File: src/rtl/fp_ldst_pkg.sv
package fp_ldst_pkg;

  localparam int INSN_W    = 32;
  localparam int REG_IDX_W = 5;
  localparam int OPC_W     = 6;
  localparam int XO_W      = 10;
  localparam int DISP_W    = 16;
  localparam int SIZE_W    = 4;

  // displacement-form opcodes occupy 48..55: top three bits 110
  localparam logic [2:0]         DFORM_TOP    = 3'b110;
  localparam logic [OPC_W-1:0]   OPC_INDEXED  = 6'd31;
  localparam logic [XO_W-1:0]    XO_STORE_INT = 10'd983;
  localparam logic [1:0]         XO_FP_HI     = 2'b10;
  localparam logic [4:0]         XO_FP_LO     = 5'b10111;

  localparam logic [SIZE_W-1:0]  BYTES_SINGLE = 4'd4;
  localparam logic [SIZE_W-1:0]  BYTES_DOUBLE = 4'd8;

  typedef enum logic [1:0] {
    FORM_NONE  = 2'd0,
    FORM_DISP  = 2'd1,
    FORM_INDEX = 2'd2,
    FORM_STINT = 2'd3
  } ldst_form_e;

  typedef struct packed {
    logic                 legal;
    logic                 store;
    logic                 dbl;
    logic                 upd;
    logic                 store_int;
    logic [SIZE_W-1:0]    size;
    logic [REG_IDX_W-1:0] fpr;
    logic [REG_IDX_W-1:0] base;
  } ldst_ctrl_t;

endpackage

File: src/rtl/fp_ldst_dec.sv
module fp_ldst_dec
  import fp_ldst_pkg::*;
(
  input  logic [OPC_W-1:0]     opcd,
  input  logic [REG_IDX_W-1:0] fpr_fld,
  input  logic [REG_IDX_W-1:0] base_fld,
  input  logic [XO_W-1:0]      xo,
  output ldst_ctrl_t           ctrl,
  output logic                 use_disp,
  output logic                 base_is_zero
);

  ldst_form_e form;
  logic       raw_store;
  logic       raw_dbl;
  logic       raw_upd;
  logic       bad_update;
  logic       legal;

  // classify the encoding
  always_comb begin
    form = FORM_NONE;
    if (opcd[OPC_W-1:3] == DFORM_TOP) begin
      form = FORM_DISP;
    end else if (opcd == OPC_INDEXED) begin
      if (xo == XO_STORE_INT) begin
        form = FORM_STINT;
      end else if (xo[9:8] == XO_FP_HI && xo[4:0] == XO_FP_LO) begin
        form = FORM_INDEX;
      end
    end
  end

  // pick flag bits by form
  always_comb begin
    raw_store = 1'b0;
    raw_dbl   = 1'b0;
    raw_upd   = 1'b0;
    unique case (form)
      FORM_DISP: begin
        raw_store = opcd[2];
        raw_dbl   = opcd[1];
        raw_upd   = opcd[0];
      end
      FORM_INDEX: begin
        raw_store = xo[7];
        raw_dbl   = xo[6];
        raw_upd   = xo[5];
      end
      FORM_STINT: begin
        raw_store = 1'b1;
      end
      default: ;
    endcase
  end

  assign base_is_zero = (base_fld == '0);
  assign bad_update   = raw_upd && base_is_zero;
  assign legal        = (form != FORM_NONE) && !bad_update;
  assign use_disp     = (form == FORM_DISP);

  always_comb begin
    ctrl           = '0;
    ctrl.fpr       = fpr_fld;
    ctrl.base      = base_fld;
    if (legal) begin
      ctrl.legal     = 1'b1;
      ctrl.store     = raw_store;
      ctrl.dbl       = raw_dbl;
      ctrl.upd       = raw_upd;
      ctrl.store_int = (form == FORM_STINT);
      ctrl.size      = raw_dbl ? BYTES_DOUBLE : BYTES_SINGLE;
    end
  end

endmodule

File: src/rtl/fp_ldst_agen.sv
module fp_ldst_agen
  import fp_ldst_pkg::*;
#(
  parameter int XLEN = 32
) (
  input  logic              use_disp,
  input  logic [DISP_W-1:0] disp,
  input  logic              base_is_zero,
  input  logic [XLEN-1:0]   base_val,
  input  logic [XLEN-1:0]   index_val,
  output logic [XLEN-1:0]   ea
);

  localparam int EXT_W = (XLEN > DISP_W) ? (XLEN - DISP_W) : 1;

  logic [XLEN-1:0] disp_ext;
  logic [XLEN-1:0] base_term;
  logic [XLEN-1:0] offset_term;

  generate
    if (XLEN > DISP_W) begin : g_sext
      logic [EXT_W-1:0] sign_fill;
      assign sign_fill = {EXT_W{disp[DISP_W-1]}};
      assign disp_ext  = {sign_fill, disp};
    end else begin : g_trunc
      logic [DISP_W-1:0] disp_unused_hi;
      assign disp_unused_hi = disp;
      assign disp_ext       = disp[XLEN-1:0];
    end
  endgenerate

  // field value zero names a literal zero, not a register
  assign base_term   = base_is_zero ? '0 : base_val;
  assign offset_term = use_disp ? disp_ext : index_val;
  assign ea          = base_term + offset_term;

endmodule

File: src/rtl/fp_ldst_oreg.sv
module fp_ldst_oreg
  import fp_ldst_pkg::*;
#(
  parameter int XLEN = 32
) (
  input  logic            clk,
  input  logic            rst_n,
  input  logic            in_valid,
  input  ldst_ctrl_t      ctrl_d,
  input  logic [XLEN-1:0] ea_d,
  output logic            vld_q,
  output ldst_ctrl_t      ctrl_q,
  output logic [XLEN-1:0] ea_q
);

  logic            vld_nx;
  ldst_ctrl_t      ctrl_nx;
  logic [XLEN-1:0] ea_nx;

  // next state: load on valid, otherwise hold
  always_comb begin
    vld_nx  = in_valid;
    ctrl_nx = ctrl_q;
    ea_nx   = ea_q;
    if (in_valid) begin
      ctrl_nx = ctrl_d;
      ea_nx   = ea_d;
    end
  end

  always_ff @(posedge clk or negedge rst_n) begin
    if (!rst_n) begin
      vld_q  <= 1'b0;
      ctrl_q <= '0;
      ea_q   <= '0;
    end else begin
      vld_q  <= vld_nx;
      ctrl_q <= ctrl_nx;
      ea_q   <= ea_nx;
    end
  end

  p_valid_tracks_r11: assert property (@(posedge clk) disable iff (!rst_n)
    in_valid |=> vld_q);
  p_idle_drops_r11: assert property (@(posedge clk) disable iff (!rst_n)
    !in_valid |=> !vld_q);
  p_idle_holds_ea_r11: assert property (@(posedge clk) disable iff (!rst_n)
    !in_valid |=> $stable(ea_q));
  p_idle_holds_ctrl_r11: assert property (@(posedge clk) disable iff (!rst_n)
    !in_valid |=> $stable(ctrl_q));

endmodule

File: src/rtl/fp_ldst_unit.sv
module fp_ldst_unit
  import fp_ldst_pkg::*;
#(
  parameter int XLEN = 32
) (
  input  logic                 clk,
  input  logic                 rst_n,
  input  logic                 in_valid,
  input  logic [INSN_W-1:0]    in_insn,
  input  logic [XLEN-1:0]      in_base_val,
  input  logic [XLEN-1:0]      in_index_val,
  output logic                 out_valid,
  output logic                 out_legal,
  output logic                 out_store,
  output logic                 out_double,
  output logic                 out_update,
  output logic                 out_store_int,
  output logic [SIZE_W-1:0]    out_size,
  output logic [REG_IDX_W-1:0] out_fpr,
  output logic [XLEN-1:0]      out_ea,
  output logic                 out_wb_en,
  output logic [REG_IDX_W-1:0] out_wb_idx,
  output logic [XLEN-1:0]      out_wb_data
);

  ldst_ctrl_t      ctrl_d;
  ldst_ctrl_t      ctrl_q;
  logic            use_disp;
  logic            base_is_zero;
  logic [XLEN-1:0] ea_d;
  logic [XLEN-1:0] ea_q;
  logic            vld_q;
  logic            rc_unused;

  // condition-record bit is never consumed by memory forms
  assign rc_unused = in_insn[0];

  fp_ldst_dec u_dec (
    .opcd         (in_insn[31:26]),
    .fpr_fld      (in_insn[25:21]),
    .base_fld     (in_insn[20:16]),
    .xo           (in_insn[10:1]),
    .ctrl         (ctrl_d),
    .use_disp     (use_disp),
    .base_is_zero (base_is_zero)
  );

  fp_ldst_agen #(.XLEN(XLEN)) u_agen (
    .use_disp     (use_disp),
    .disp         (in_insn[15:0]),
    .base_is_zero (base_is_zero),
    .base_val     (in_base_val),
    .index_val    (in_index_val),
    .ea           (ea_d)
  );

  fp_ldst_oreg #(.XLEN(XLEN)) u_oreg (
    .clk      (clk),
    .rst_n    (rst_n),
    .in_valid (in_valid),
    .ctrl_d   (ctrl_d),
    .ea_d     (ea_d),
    .vld_q    (vld_q),
    .ctrl_q   (ctrl_q),
    .ea_q     (ea_q)
  );

  assign out_valid     = vld_q;
  assign out_legal     = ctrl_q.legal;
  assign out_store     = ctrl_q.store;
  assign out_double    = ctrl_q.dbl;
  assign out_update    = ctrl_q.upd;
  assign out_store_int = ctrl_q.store_int;
  assign out_size      = ctrl_q.size;
  assign out_fpr       = ctrl_q.fpr;
  assign out_ea        = ea_q;
  assign out_wb_en     = vld_q && ctrl_q.upd;
  assign out_wb_idx    = ctrl_q.base;
  assign out_wb_data   = ea_q;

  p_wb_base_nonzero_r5: assert property (@(posedge clk) disable iff (!rst_n)
    out_wb_en |-> (out_wb_idx != '0));
  p_wb_needs_legal_r6: assert property (@(posedge clk) disable iff (!rst_n)
    out_wb_en |-> (out_valid && out_legal && out_update));
  p_size_matches_r7: assert property (@(posedge clk) disable iff (!rst_n)
    (out_valid && out_legal) |-> (out_size == (out_double ? BYTES_DOUBLE : BYTES_SINGLE)));
  p_store_int_shape_r8: assert property (@(posedge clk) disable iff (!rst_n)
    out_store_int |-> (out_store && !out_double && !out_update));
  p_illegal_clear_r9: assert property (@(posedge clk) disable iff (!rst_n)
    (out_valid && !out_legal) |-> (!out_store && !out_double && !out_update && out_size == '0));

endmodule

File: config.mk
export PLATFORM = sky130hd
export DESIGN_NAME = fp_ldst_unit
export DESIGN_NICKNAME = d
export VERILOG_FILES = /design/src/rtl/fp_ldst_pkg.sv /design/src/rtl/fp_ldst_dec.sv /design/src/rtl/fp_ldst_agen.sv /design/src/rtl/fp_ldst_oreg.sv /design/src/rtl/fp_ldst_unit.sv
export SDC_FILE = /design/constraint.sdc
export NUM_CORES = 1
export LEC_CHECK = 0
export ABC_AREA = 1
export BUFFER_PORTS_ARGS = -buffer_cell sky130_fd_sc_hd__buf_2
export CAP_MARGIN = 20
export CORE_MARGIN = 3
export CORE_UTILIZATION = 47
export CTS_CLUSTER_DIAMETER = 40
export DETAILED_ROUTE_END_ITERATION = 16
export PLACE_DENSITY = 0.78
export SLEW_MARGIN = 40
export SYNTH_ARGS = -nofsm -noshare
export SYNTH_HDL_FRONTEND = slang
export SYNTH_SLANG_ARGS = --single-unit
File: constraint.sdc
create_clock -name clk -period 0.8 [get_ports clk]
set_input_delay 0.04 -clock clk [delete_from_list [all_inputs] [get_ports clk]]
set_output_delay 0.04 -clock clk [all_outputs]
set_load 0.01 [all_outputs]
# After elaboration in Yosys (flattened, before gate mapping)
# Cells that the tools add are included.
[classes]
bitwise = 0
n_mux = 11
n_mul = 0
n_eq_ne = 8
reduce_logical = 7
shift = 0
n_div = 0
n_addsub = 1
order_cmp = 0
[op_table]
columns = ["operator", "n"]
rows = [
  ["$mux 32", 2],
  ["$add 32x32->32", 1],
  ["$eq 10x10->1 const B", 1],
  ["$mux 9", 1],
  ["$mux 2", 4],
  ["$eq 2x2->1 const B", 3],
  ["$eq 6x5->1 const B", 1],
  ["$eq 5x5->1 const B", 1],
  ["$logic_not 5->1", 1],
  ["$logic_and 1x1->1", 4],
  ["$mux 4", 1],
  ["$pmux 1 s2", 2],
  ["$eq 3x3->1 const B", 1],
  ["$pmux 1 s3", 1],
  ["$eq 2x1->1 const B", 1],
  ["$reduce_bool 2->1", 1],
  ["$logic_not 1->1", 1],
]
[totals]
latchBits = 0
mem_count = 0
wordCells = 37
mem_bits_rw = 0
romBits = 0
regBits = 52

# Depth between registers and ports, before layout
[depth]
word_depth = 12
depth_mapped = 18
depth_no_buf = 17

# Modules after synthesis
# Synthesis repeated with hierarchy kept, for this count alone.
[unflattened]
cells_unflattened = 943
area_unflattened_um2 = 5677.9
[modules_own_cells]
columns = ["module", "n_inst", "area_per_inst_um2", "cells_per_inst", "seq_area_each_um2"]
rows = [
  ["fp_ldst_agen", 1, 2937.8, 615, 0.0],
  ["fp_ldst_oreg", 1, 2063.2, 217, 1301.2],
  ["fp_ldst_dec", 1, 429.2, 77, 0.0],
  ["fp_ldst_unit", 1, 247.7, 34, 0.0],
]

# Worst setup path after synthesis
# No wires, ideal clock.
[synth_timing]
path_kind = "input to register"
startpoint = "input in_insn[20]"
endpoint = "register u_oreg.ea_q[28]"
arrival_time_ps = 2074
setup_ps = 117
slack_ps = -1392
path_stages = 15
cell_sequence = "nor3_1 -> nand2_1 -> clkbuf_1 -> nand2_1 -> inv_1 -> ha_1 -> fa_1 -> nand3_1 -> nand3_1 -> nand3_1 -> nand3_2 -> nand2_1 -> nand3_1 -> nand3_1 -> nand2_1"
[synth_via]
elab_chain_cells = 3
[synth_lines]
columns = ["element", "line_no", "text"]
rows = [
  ["from (decl)", "fp_ldst_unit.sv:9", "input logic [INSN_W-1:0] in_insn,"],
  ["$logic_not 5->1", "fp_ldst_dec.sv:57", "assign base_is_zero = (base_fld == '0);"],
  ["$mux 32", "fp_ldst_agen.sv:33", "assign base_term = base_is_zero ? '0 : base_val;"],
  ["$add 32x32->32", "fp_ldst_agen.sv:35", "assign ea = base_term + offset_term;"],
  ["to (signal assigned)", "fp_ldst_oreg.sv:39", "ea_q <= ea_nx;"],
  ["to (decl)", "fp_ldst_oreg.sv:13", "output logic [XLEN-1:0] ea_q"],
]
# Every way passes these cells.
# A chain may end at the register's enable or synchronous reset.

# Worst setup path in the final report
[layout_timing]
startpoint = "input in_insn[19]"
endpoint = "register u_oreg.ea_q[17]"
# The elaborated chain is that of the path after synthesis.

==> impl_results.md <==
* Most frequent cells in the layout: nand2_1, buf_2, inv_1, buf_4, nand2_2
* # IOs at 184
* Status: complete, but fails checks
* Row Count at 38
* First-pass GRT wire length at 31.6 mm
* Die Area at 12700 µm²
* Max clock buf depth at 2
* Post-Route WL at 24.7 mm
* Critical path arrival at 2.33 ns
* Util after Layout at 0.824
* Number of port buffers at 181
* Unrepaired setup endpoints after global routing: yes
* CORE AREA at 11000 µm²
* DRC at 0
* CP endpoint kind: flop
* TritonRoute pass-1 iters at 6
* Setup TNS Final at -43.70 ns
* Cell area after synthesis at 5340 µm²
* Worst Setup Start Kind: input port
* Final HPWL DP at 13.3 mm
* Clock latency on the worst-skew pair at 0.30 ns
* CP required at 0.99 ns
* Final hold slack at 0.106 ns
* CP max stage delay at 0.31 ns
* Sequential share of the synthesized area at 0.230
* Vias per cell at 5.54
* Relative max-transition margin at 0.579
* Crit Path Class: input port to flop
* GP Congestion at 0.957
* Share of cells above drive strength 1 at 0.477
* Min cycle time layout at 2.15 ns
* Post-DRT Antenna Nets at 0
* Final Hold Fails at 0
* Dpl ws at -1.50 ns
* Inserted Clock Buffers at 5
* Overall power at 13300 µW
* Failing checks: setup timing
* Hold depth at 2
* PD cells at 1470 nW/µm²
* Layout Skew at 0 ns
* Multi-input logic area at 4340 µm²
* CTS HTree Levels at 2
* Gr ovfl total at 0
* Commonest non-fill, non-tap cell in the layout: nand2_1
* Worst VDD drop at 2190 µV
* Final Max Tran Viols at 0
* CTS clock-pin slew for the worst setup and hold paths at 0.07 ns
* Layout area overhead at 69.5%
* CTS Root Cell: clkbuf_16
* Max-cap check violation count at 0
* Least-Margin Pin Slew at 0.625 ns
* Clk sink count at 49
* Tcrit/Tclk final at 2.69
* Seq. cell area at 1230 µm²
* Fill cell count at 625
* Initial antenna violation count at 0
* Pleak at 0.00527 µW
* Antenna fix cells at 0
* CTS tree: done
* CP dominant cell by count: nand2_1
* Cells after Synth at 922
* CP cell instances: buf_6, nor3_4, nand2_4, buf_12, buf_16, nand2_4, inv_2, ha_4, buf_6, nand2_8, buf_4, nor2_4, nand2_1, nand2_1, nand2_2, nand3_2, nand2_1, nand3_1, nand2_1
* Slowest CP cell: ha_4
* GR Util All Layers at 0.306
* Number of synthesized register bits at 49
* Initial Util at 0.486
* Mean Syn Cell Area at 5.79 µm²
* Nets at 1347
* Distinct cells, synth at 31
* Final worst setup slack at -1.35 ns
* Vias in the first global route at 6499
* Setup violators final at 122
* Hold WC Path Type: input port to flop
* Syn. warnings at 0
* Routed vias at 7524
* Routed len/inst at 18.2 µm
* Die Y at 113 µm
* Largest net degree at the start of global routing at 50
* Initial DRC Count at 889
* Achievable Freq at 465 MHz
* Reg2Reg Depth at 4
* Die width at 113 µm
* CP Max Fanout at 8
## metrics by stage
stage                     cells  area, µm²
after CTS                  1335       8450
after global routing       1357       9050
after floorplan             923       5740
after detailed placement   1272       7100
after global placement     1272       7100
final                      1357       9050
## logic make-up (layout without fill, tap and decap cells)
| family | Yosys count | after routing | synth area share |
|---|---|---|---|
| and+or+nand+nor | 534 | 535 | 0.425 |
| buffers and inverters | 237 | 530 | 0.192 |
| DFF | 49 | 49 | 0.230 |
| AOI/OAI and AO/OA | 56 | 56 | 0.0546 |
| other | 1 | 2 | 0.000702 |
| adders and majority gates | 32 | 32 | 0.0764 |
| xor gates and xnor gates | 13 | 13 | 0.0213 |
## layer usage
layer / share of wire / vias up / global-route usage / wire length [µm]
met5: 0 / - / 0 / 0
met2: 0.45 / 629 / 0.495 / 11200
met3: 0.12 / 191 / 0.0528 / 2870
met1: 0.36 / 3381 / 0.413 / 8970
met4: 0.069 / 0 / 0.106 / 1710
li1: - / 3323 / - / -
## final timing paths
| check | slack, ns | from | to |
|---|---|---|---|
| setup reg to reg | -0.06 | u_oreg.ctrl_q[5] | u_oreg.ctrl_q[5] |
| setup / recovery | -1.35 | in_insn[19] | u_oreg.ea_q[17] |
| hold reg to reg | 0.48 | u_oreg.ctrl_q[6] | u_oreg.ctrl_q[6] |
| hold / removal | 0.11 | in_valid | u_oreg.vld_q |
| min in group asynchronous | 0.28 | rst_n | u_oreg.ctrl_q[6] |
| max in group asynchronous | 0.28 | rst_n | u_oreg.ea_q[23] |
## power by group
part | internal (µW) | total [µW] | switching [µW] | leakage (µW)
Sequential | 2870 | 3220 | 350 | 0.000603
Clock | 1170 | 2190 | 1020 | 0.0000738
Combinational | 3520 | 7910 | 4390 | 0.00459
Total | 7560 | 13300 | 5760 | 0.00527
## area by class of cell
class                      instances  share of cell area
clock buffer                       5              0.0138
clock inverter                     3             0.00249
inverter                         184              0.0805
multi-input combinational        638               0.479
sequential                        49               0.135
tap                              140              0.0194
timing repair buffer             337               0.268
timing repair inverter             1             0.00124
## synth_stat cells, drive strengths merged
master,n,share of area
o21bai,1,0.0014
xnor2,13,0.021
a21boi,1,0.0014
clkinv,1,0.00070
dfrtp,49,0.23
nand4,12,0.014
conb,1,0.00070
nand3,53,0.053
and2,4,0.0047
clkbuf,13,0.0091
inv,183,0.13
ha,31,0.073
nor2,43,0.042
nor3,8,0.0094
nand3b,2,0.0028
or2,2,0.0023
nand2,410,0.30
o21ai,37,0.035
fa,1,0.0037
buf,40,0.054
a21o,1,0.0014
a21oi,16,0.016
## worst max-delay path: cells and delay by family
| family | cells | cell delay (ns) |
|---|---|---|
| AND/OR/NAND/NOR | 12 | 1.26 |
| buffers and inverters | 6 | 0.72 |
| adder cells (fa/ha/maj) | 1 | 0.31 |
## flip-flops by register name, summed over array words and instances (netlist names)
| name | count |
|---|---|
| u_oreg.ctrl_q | 16 |
| u_oreg.vld_q | 1 |
| u_oreg.ea_q | 32 |
## what timing repair did
item                                    CTS  global route
setup buffers                            43            23
gates cloned                              4             0
pin swaps                                59            77
gates resized for setup                 182           111
endpoints found under the setup margin  121           121
hold buffers                             10             0
hold endpoints to repair                 58             0
Power figures use the tool's default switching activity.
